$ cat src/rtl/uart_irq_pkg.sv
package uart_irq_pkg;

    localparam int NUM_TYPES = 7;
    localparam int NUM_SRC   = 8;
    localparam int ID_W      = 6;

    localparam logic [ID_W-1:0] ID_NONE   = 6'b000001;
    localparam logic [ID_W-1:0] ID_LINE   = 6'b000110;
    localparam logic [ID_W-1:0] ID_TOUT   = 6'b001100;
    localparam logic [ID_W-1:0] ID_RXD    = 6'b000100;
    localparam logic [ID_W-1:0] ID_TX     = 6'b000010;
    localparam logic [ID_W-1:0] ID_MODEM  = 6'b000000;
    localparam logic [ID_W-1:0] ID_GPIO   = 6'b001110;
    localparam logic [ID_W-1:0] ID_FLOW   = 6'b010000;
    localparam logic [ID_W-1:0] ID_PIN    = 6'b100000;

    // Source index order is the priority order (0 = most urgent).
    typedef enum logic [2:0] {
        SRC_LINE  = 3'd0,
        SRC_TOUT  = 3'd1,
        SRC_RXD   = 3'd2,
        SRC_TX    = 3'd3,
        SRC_MODEM = 3'd4,
        SRC_GPIO  = 3'd5,
        SRC_FLOW  = 3'd6,
        SRC_PIN   = 3'd7
    } src_e;

    typedef struct packed {
        logic tx;
        logic modem;
        logic gpio;
        logic xoff;
        logic spc;
        logic pin;
        logic cts_prev;
        logic rts_prev;
    } evt_state_t;

    function automatic logic [ID_W-1:0] src_code(input int idx);
        case (idx)
            0:       return ID_LINE;
            1:       return ID_TOUT;
            2:       return ID_RXD;
            3:       return ID_TX;
            4:       return ID_MODEM;
            5:       return ID_GPIO;
            6:       return ID_FLOW;
            default: return ID_PIN;
        endcase
    endfunction

    // Enable bit that gates each source; the two receive-data sources share one.
    function automatic int src_type(input int idx);
        if (idx == 0) return 0;
        if (idx <= 2) return 1;
        return idx - 1;
    endfunction

endpackage

$ cat src/rtl/uart_irq_latch.sv
module uart_irq_latch
    import uart_irq_pkg::*;
(
    input  logic       clk,
    input  logic       rst_n,
    input  logic       tx_evt_i,
    input  logic       modem_chg_i,
    input  logic       gpio_chg_i,
    input  logic       xoff_det_i,
    input  logic       spchar_det_i,
    input  logic       xon_det_i,
    input  logic       cts_n_i,
    input  logic       rts_n_i,
    input  logic       tx_clr_i,
    input  logic       gpio_clr_i,
    input  logic       spc_clr_i,
    input  logic       msr_rd_i,
    output logic       tx_o,
    output logic       modem_o,
    output logic       gpio_o,
    output logic       flow_o,
    output logic       pin_o
);

    evt_state_t st_d, st_q;
    logic       pin_rise;

    always_comb begin
        st_d     = st_q;
        pin_rise = (cts_n_i & ~st_q.cts_prev) | (rts_n_i & ~st_q.rts_prev);

        // a fresh event always beats a clear arriving in the same cycle
        st_d.tx       = tx_evt_i     | (st_q.tx    & ~tx_clr_i);
        st_d.modem    = modem_chg_i  | (st_q.modem & ~msr_rd_i);
        st_d.gpio     = gpio_chg_i   | (st_q.gpio  & ~gpio_clr_i);
        st_d.xoff     = xoff_det_i   | (st_q.xoff  & ~xon_det_i);
        st_d.spc      = spchar_det_i | (st_q.spc   & ~spc_clr_i);
        st_d.pin      = pin_rise     | (st_q.pin   & ~msr_rd_i);
        st_d.cts_prev = cts_n_i;
        st_d.rts_prev = rts_n_i;
    end

    always_ff @(posedge clk or negedge rst_n) begin
        if (!rst_n) begin
            st_q          <= '0;
            st_q.cts_prev <= 1'b1;
            st_q.rts_prev <= 1'b1;
        end else begin
            st_q <= st_d;
        end
    end

    assign tx_o    = st_q.tx;
    assign modem_o = st_q.modem;
    assign gpio_o  = st_q.gpio;
    assign flow_o  = st_q.xoff | st_q.spc;
    assign pin_o   = st_q.pin;

    AST_XOFF_HOLD: assert property (@(posedge clk) disable iff (!rst_n)
        ($past(st_q.xoff) && !$past(xon_det_i)) |-> st_q.xoff);

    AST_SPC_CLEAR: assert property (@(posedge clk) disable iff (!rst_n)
        $past(spc_clr_i && !spchar_det_i) |-> !st_q.spc);

    AST_PIN_RISE_ONLY: assert property (@(posedge clk) disable iff (!rst_n)
        $rose(st_q.pin) |-> $past((cts_n_i && !st_q.cts_prev) || (rts_n_i && !st_q.rts_prev)));

    AST_MSR_CLEAR: assert property (@(posedge clk) disable iff (!rst_n)
        $past(msr_rd_i && !modem_chg_i) |-> !st_q.modem);

endmodule

$ cat src/rtl/uart_irq_prio.sv
module uart_irq_prio
    import uart_irq_pkg::*;
#(
    parameter int N_SRC  = NUM_SRC,
    parameter int N_TYPE = NUM_TYPES
) (
    input  logic              clk,
    input  logic              rst_n,
    input  logic [N_SRC-1:0]  src_i,
    input  logic [N_TYPE-1:0] en_i,
    output logic              irq_n_o,
    output logic [ID_W-1:0]   ident_o
);

    logic [N_SRC-1:0] pend;

    for (genvar g = 0; g < N_SRC; g++) begin : g_gate
        assign pend[g] = src_i[g] & en_i[src_type(g)];
    end

    always_comb begin
        ident_o = ID_NONE;
        for (int i = N_SRC - 1; i >= 0; i--) begin
            if (pend[i]) ident_o = src_code(i);
        end
        irq_n_o = ~|pend;
    end

    AST_FLAG_MATCH: assert property (@(posedge clk) disable iff (!rst_n)
        irq_n_o == ident_o[0]);

    AST_LINE_FIRST: assert property (@(posedge clk) disable iff (!rst_n)
        (src_i[SRC_LINE] && en_i[0]) |-> ident_o == ID_LINE);

    AST_TOUT_OVER_RXD: assert property (@(posedge clk) disable iff (!rst_n)
        (src_i[SRC_TOUT] && en_i[1] && !(src_i[SRC_LINE] && en_i[0])) |-> ident_o == ID_TOUT);

endmodule

$ cat src/rtl/uart_irq_ident.sv
module uart_irq_ident
    import uart_irq_pkg::*;
(
    input  logic       clk,
    input  logic       rst_n,
    input  logic [6:0] en_i,
    input  logic       lsr_err_i,
    input  logic       rx_tout_i,
    input  logic       rx_rdy_i,
    input  logic       tx_evt_i,
    input  logic       modem_chg_i,
    input  logic       gpio_chg_i,
    input  logic       xoff_det_i,
    input  logic       spchar_det_i,
    input  logic       xon_det_i,
    input  logic       cts_n_i,
    input  logic       rts_n_i,
    input  logic       ident_rd_i,
    input  logic       msr_rd_i,
    output logic       irq_n_o,
    output logic [5:0] ident_o
);

    logic tx_l, modem_l, gpio_l, flow_l, pin_l;
    logic tx_clr, gpio_clr, spc_clr;
    logic [NUM_SRC-1:0] src;

    // a read acknowledges only the source whose code it returned
    assign tx_clr   = ident_rd_i && (ident_o == ID_TX);
    assign gpio_clr = ident_rd_i && (ident_o == ID_GPIO);
    assign spc_clr  = ident_rd_i && (ident_o == ID_FLOW);

    uart_irq_latch u_latch (
        .clk          (clk),
        .rst_n        (rst_n),
        .tx_evt_i     (tx_evt_i),
        .modem_chg_i  (modem_chg_i),
        .gpio_chg_i   (gpio_chg_i),
        .xoff_det_i   (xoff_det_i),
        .spchar_det_i (spchar_det_i),
        .xon_det_i    (xon_det_i),
        .cts_n_i      (cts_n_i),
        .rts_n_i      (rts_n_i),
        .tx_clr_i     (tx_clr),
        .gpio_clr_i   (gpio_clr),
        .spc_clr_i    (spc_clr),
        .msr_rd_i     (msr_rd_i),
        .tx_o         (tx_l),
        .modem_o      (modem_l),
        .gpio_o       (gpio_l),
        .flow_o       (flow_l),
        .pin_o        (pin_l)
    );

    always_comb begin
        src            = '0;
        src[SRC_LINE]  = lsr_err_i;
        src[SRC_TOUT]  = rx_tout_i;
        src[SRC_RXD]   = rx_rdy_i;
        src[SRC_TX]    = tx_l;
        src[SRC_MODEM] = modem_l;
        src[SRC_GPIO]  = gpio_l;
        src[SRC_FLOW]  = flow_l;
        src[SRC_PIN]   = pin_l;
    end

    uart_irq_prio #(.N_SRC(NUM_SRC), .N_TYPE(NUM_TYPES)) u_prio (
        .clk     (clk),
        .rst_n   (rst_n),
        .src_i   (src),
        .en_i    (en_i),
        .irq_n_o (irq_n_o),
        .ident_o (ident_o)
    );

    AST_TX_HOLD: assert property (@(posedge clk) disable iff (!rst_n)
        ($past(tx_l) && !$past(ident_rd_i && ident_o == ID_TX)) |-> tx_l);

    AST_GPIO_ACK: assert property (@(posedge clk) disable iff (!rst_n)
        $past(ident_rd_i && ident_o == ID_GPIO && !gpio_chg_i) |-> !gpio_l);

    AST_TX_EVT_LATCH: assert property (@(posedge clk) disable iff (!rst_n)
        $past(tx_evt_i) |-> tx_l);

endmodule

$ cat config.mk
export PLATFORM = sky130hd
export DESIGN_NAME = uart_irq_ident
export DESIGN_NICKNAME = d
export VERILOG_FILES = /design/src/rtl/uart_irq_pkg.sv /design/src/rtl/uart_irq_latch.sv /design/src/rtl/uart_irq_prio.sv /design/src/rtl/uart_irq_ident.sv
export SDC_FILE = /design/constraint.sdc
export NUM_CORES = 1
export LEC_CHECK = 0
export ABC_AREA = 1
export BUFFER_PORTS_ARGS = -buffer_cell sky130_fd_sc_hd__buf_2
export CAP_MARGIN = 20
export CORE_AREA = 2 2 39 41
export CTS_CLUSTER_DIAMETER = 60
export DETAILED_ROUTE_END_ITERATION = 10
export DIE_AREA = 0 0 41 43
export PLACE_DENSITY = 0.71
export SLEW_MARGIN = 20
export SYNTH_ARGS = -nofsm -noshare
export SYNTH_HDL_FRONTEND = slang
export SYNTH_SLANG_ARGS = --single-unit
export TNS_END_PERCENT = 100
$ cat constraint.sdc
create_clock -name clk -period 2.2 [get_ports clk]
set_input_delay 0.44 -clock clk [delete_from_list [all_inputs] [get_ports clk]]
set_output_delay 0.44 -clock clk [all_outputs]
set_load 0.02 [all_outputs]
# After elaboration in Yosys (flattened, before gate mapping)

Cells that the tools add are included.

Add/sub/neg operators: 0
$mul: 0
Div/mod/pow operators: 0
Order comparisons: 0
Equality and inequality tests: 3
Shift operators: 0
Mux-type cells: 8
Bitwise gates (word level): 31
Reduce and logical (&&, ||, !) cells: 5

Operators by type and width:

| operator                                             | count |
|---|---|
| 2-to-1 mux 6 bit                                     | 8 |
| AND 1 bit                                            | 16 |
| OR 1 bit                                             | 8 |
| OR reduction 8 bit                                   | 1 |
| inverter 1 bit                                       | 7 |
| equality test 6 x 2 -> 1 bit (second input constant) | 1 |
| equality test 6 x 4 -> 1 bit (second input constant) | 1 |
| equality test 6 x 5 -> 1 bit (second input constant) | 1 |
| logical AND 1 bit                                    | 3 |
| logical NOT 1 bit                                    | 1 |

Register bits: 8
Latch bits: 0
Bits in writable memories: 0
ROM bits: 0
Bits of input ports: 22
Word-level logic and storage cells: 55
Memories kept: 0

# Longest topological paths before layout

Depth in word-level cells: 14
Gate-level depth with buffers: 7
Gate-level depth less buffers: 7

# By module

A second synthesis with hierarchy kept.

Cells, all modules: 69
Area total of the unflattened synthesis: 488.0 um^2

By module, submodules not included:

| module         | times used | cells an instance | area each (um^2) |
|---|---|---|---|
| uart_irq_latch | 1          | 25                | 286.5 |
| uart_irq_prio  | 1          | 28                | 137.6 |
| uart_irq_ident | 1          | 16                | 63.8 |

# Worst setup path before layout

Ideal clock, no wire load.

Path kind: input port to output port
Start: in en_i[3]
End: out ident_o[3]
Arrival: 1,167 ps
Setup slack: 593 ps
Cell stages on the path: 3
Path buffers: 0
Cells stage by stage: nand2_1 -> nand4_1 -> a21boi_0

Longest elaborated chain between the ends: 6

RTL lines:

| item                           | RTL line             | source |
|---|---|---|
| from (decl)                    | uart_irq_ident.sv:6  | `input logic [6:0] en_i,` |
| AND 1 bit                      | uart_irq_prio.sv:18  | `assign pend[g] = src_i[g] & en_i[src_type(g)];` |
| 2-to-1 mux 6 bit (5 in series) | uart_irq_prio.sv:24  | `if (pend[i]) ident_o = src_code(i);` |
| to (decl)                      | uart_irq_ident.sv:21 | `output logic [5:0] ident_o` |

Every way passes these cells.

# Worst setup path after layout

Start: reg u_latch.st_q (netlist bit u_latch.modem_o)
End: out ident_o[5]

Longest elaborated chain between the ends: 6

RTL lines:

| item                           | RTL line             | source |
|---|---|---|
| from (decl)                    | uart_irq_latch.sv:25 | `evt_state_t st_d, st_q;` |
| from (signal assigned)         | uart_irq_latch.sv:49 | `st_q <= st_d;` |
| AND 1 bit                      | uart_irq_prio.sv:18  |  |
| 2-to-1 mux 6 bit (5 in series) | uart_irq_prio.sv:24  |  |

Every way passes these cells.

==> impl_metrics.json <==
{
  "cts_setup_buffers": 0,
  "wirelength_um": 939,
  "power_mw": 0.362,
  "clockBufferDepth": 2,
  "max_slew_margin_pct": 88.5,
  "critical-path-top-delay-family": "simple AND/OR/NAND/NOR gates",
  "gp_congestion": 0.660,
  "cts_resized": 0,
  "antenna_cells": 0,
  "synth_fp_nets": 83,
  "max_freq_mhz": 569,
  "ios": 29,
  "viasPerCell": 4.36,
  "detailed_place_hpwl_um": 853,
  "synth_cell_types": 20,
  "netlist_top_cells_area": "dfrtp_1 31%, dfstp_2 11%, nand2_1 10%, inv_1 9.3%, nand2_2 9.1%",
  "cp-end-kind": "primary output",
  "min_period_over_period_pct": 79.9,
  "path_clk_slew_ns": 0.06,
  "arrival_ns": 1.32,
  "slowest_stage": "dfrtp_1",
  "crit_top_cell": "nand2_1",
  "synth-seq-cells": 8,
  "dp_cells": 105,
  "layout_commonest_cell": "buf_2",
  "crit_required_ns": 1.76,
  "antenna_found_initial": 0,
  "drv_slew": 0,
  "crit_fanout": 3,
  "cts_tree": "yes",
  "drt_iter0_markers": 1,
  "dr.pass1.iters": 3,
  "htreeDepth": 1,
  "route.detailed.drc": 0,
  "worstSetupStartpointType": "register",
  "grtUsageTotal_pct": 12.8,
  "final_layout_size_suffix_gt1_share_pct": 50.5,
  "grt_max_degree": 9,
  "gr-total-overflow": 0,
  "vias": 475,
  "clk_latency_ns": 0.25,
  "crit_chain": "nand2_1 -> nand2_2 -> nor2_4 -> nand2_1 -> nor3_2 -> buf_2",
  "io_buffers": 28,
  "start_util_pct": 34.9,
  "p_per_area_nw_per_um2": 541,
  "yosysSeqAreaShare_pct": 42.0,
  "crit_buf_inv": 1,
  "finalSetupViolCount": 0,
  "synth_top_area_share_pct": 31.1,
  "fin_setup_tns_ns": 0,
  "die_w_um": 41,
  "synthXorXnorAreaFrac_pct": 0,
  "hold_path.class": "primary input to asynchronous set/reset pin",
  "final_core_util_pct": 48.4,
  "final_cell_mix": "28 x buf_2, 13 x nand2_1, 12 x inv_1, 7 x nand2_2, 6 x dfrtp_1",
  "grt_setup_unrepaired": "no",
  "grt_pass1_wl_mm": 1.53,
  "die_y_um": 43,
  "ys_warn_count": 0,
  "period_needed_ns": 1.76,
  "synth-simple-area-share_pct": 31.9,
  "syn_avg_cell_area_um2": 7.92,
  "synth_compound_area_share_pct": 15.3,
  "cts_hold_buf": 0,
  "syn-cell-area_um2": 483,
  "synth.mux.area_fraction_pct": 0,
  "vdd_drop_max_uv": 319,
  "synth_cells": 61,
  "fin_area_um2": 669,
  "wl_per_cell_um": 8.61,
  "fin_cells": 109,
  "syn_to_final_growth_pct": 38.6,
  "final_antenna_net_count": 0,
  "root_buffer": "clkbuf_4",
  "numClockSinks": 8,
  "power.leakage_nw": 0.391,
  "outcome": "complete, no violations",
  "fin_worst_skew_ns": 0.00657,
  "place_area_um2": 643,
  "cap_violations": 0,
  "die-area_um2": 1760,
  "worst_pin_slew_ns": 0.173,
  "numCtsBuffers": 3,
  "synth-adder-area-share_pct": 0,
  "coreArea_um2": 1380,
  "yosys.area.top_type": "dfrtp_1",
  "fin_nets": 116,
  "hold_violations": 0,
  "std_cell_rows": 14,
  "critPathMaxStageDelay_ns": 0.37,
  "worstSetupPathType": "register to primary output",
  "synth_top_family_by_area": "simple AND/OR/NAND/NOR gates",
  "first_global_vias": 436
}
routing by layer:
| metal | global-route usage (%) | share of wire, % | vias to the layer above |
|---|---|---|---|
| met2 | 22.2 | 51 | 16 |
| li1 | - | - | 256 |
| met5 | 0 | 0 | - |
| met4 | 8.00 | 0.96 | 0 |
| met3 | 1.57 | 6.0 | 2 |
| met1 | 13.5 | 42 | 201 |
registers in the layout, indices dropped and copies added (netlist names):
signal / cells
u_latch.pin_o: 1
u_latch.st_q: 4
u_latch.gpio_o: 1
u_latch.modem_o: 1
u_latch.tx_o: 1
power breakdown:
| part | switching [mW] | internal [mW] | total, mW |
|---|---|---|---|
| combinational | 0.0504 | 0.0356 | 0.0860 |
| clock | 0.0457 | 0.0691 | 0.115 |
| sequential | 0.00404 | 0.157 | 0.161 |
Yosys cell counts:
cell       n
inv_1     12
dfstp_2    2
nand4_1    3
a21o_1     1
o21bai_1   1
nor2_1     3
o221ai_1   1
nand2_1   13
o21ai_0    2
o21ai_2    1
nand2_2    7
nand3_2    1
dfrtp_1    6
a21boi_0   1
o211ai_1   1
nor2_4     1
inv_2      2
a21oi_2    1
nor3_2     1
o21a_1     1
through the flow:
step	hold slack [ns]	setup slack (ns)
2_1_floorplan	0.144	0.593
3_3_place_gp	0.288	0.541
3_5_place_dp	0.290	0.521
4_1_cts	0.0139	0.410
5_1_grt	0.0220	0.334
6_report	0.0183	0.441
layout make-up:
type | instances | area [µm²]
tap | 16 | 20.0
sequential | 8 | 203
timing repair buffer | 28 | 140
multi-input combinational | 39 | 228
fill | 141 | 714
clock buffer | 4 | 26.3
inverter | 14 | 52.6
cells by family after synthesis:
logic type / Yosys count
buffers and inverters: 14
flip-flops: 8
AO/OA/AOI/OAI: 10
AND/OR/NAND/NOR: 29
worst reg2reg max path, delay by kind of cell (launching register included):
kind | cells | cell delay, ns
AO/OA/AOI/OAI | 1 | 0.11
flip-flops | 1 | 0.37
AND/OR/NAND/NOR | 5 | 0.48
final timing paths:
kind                            startpoint               to  slack (ns)  depth (start not counted)
hold / removal                       rst_n  u_latch.st_q[3]        0.02                          1
setup reg to reg           u_latch.modem_o  u_latch.st_q[3]        1.13                          6
min in group clk                   cts_n_i  u_latch.st_q[1]        0.30                          1
hold reg to reg            u_latch.modem_o  u_latch.modem_o        0.48                          1
setup / recovery           u_latch.modem_o       ident_o[5]        0.44                          6
max in group asynchronous            rst_n  u_latch.st_q[1]        1.94                          1
Power figures use the tool's default switching activity.
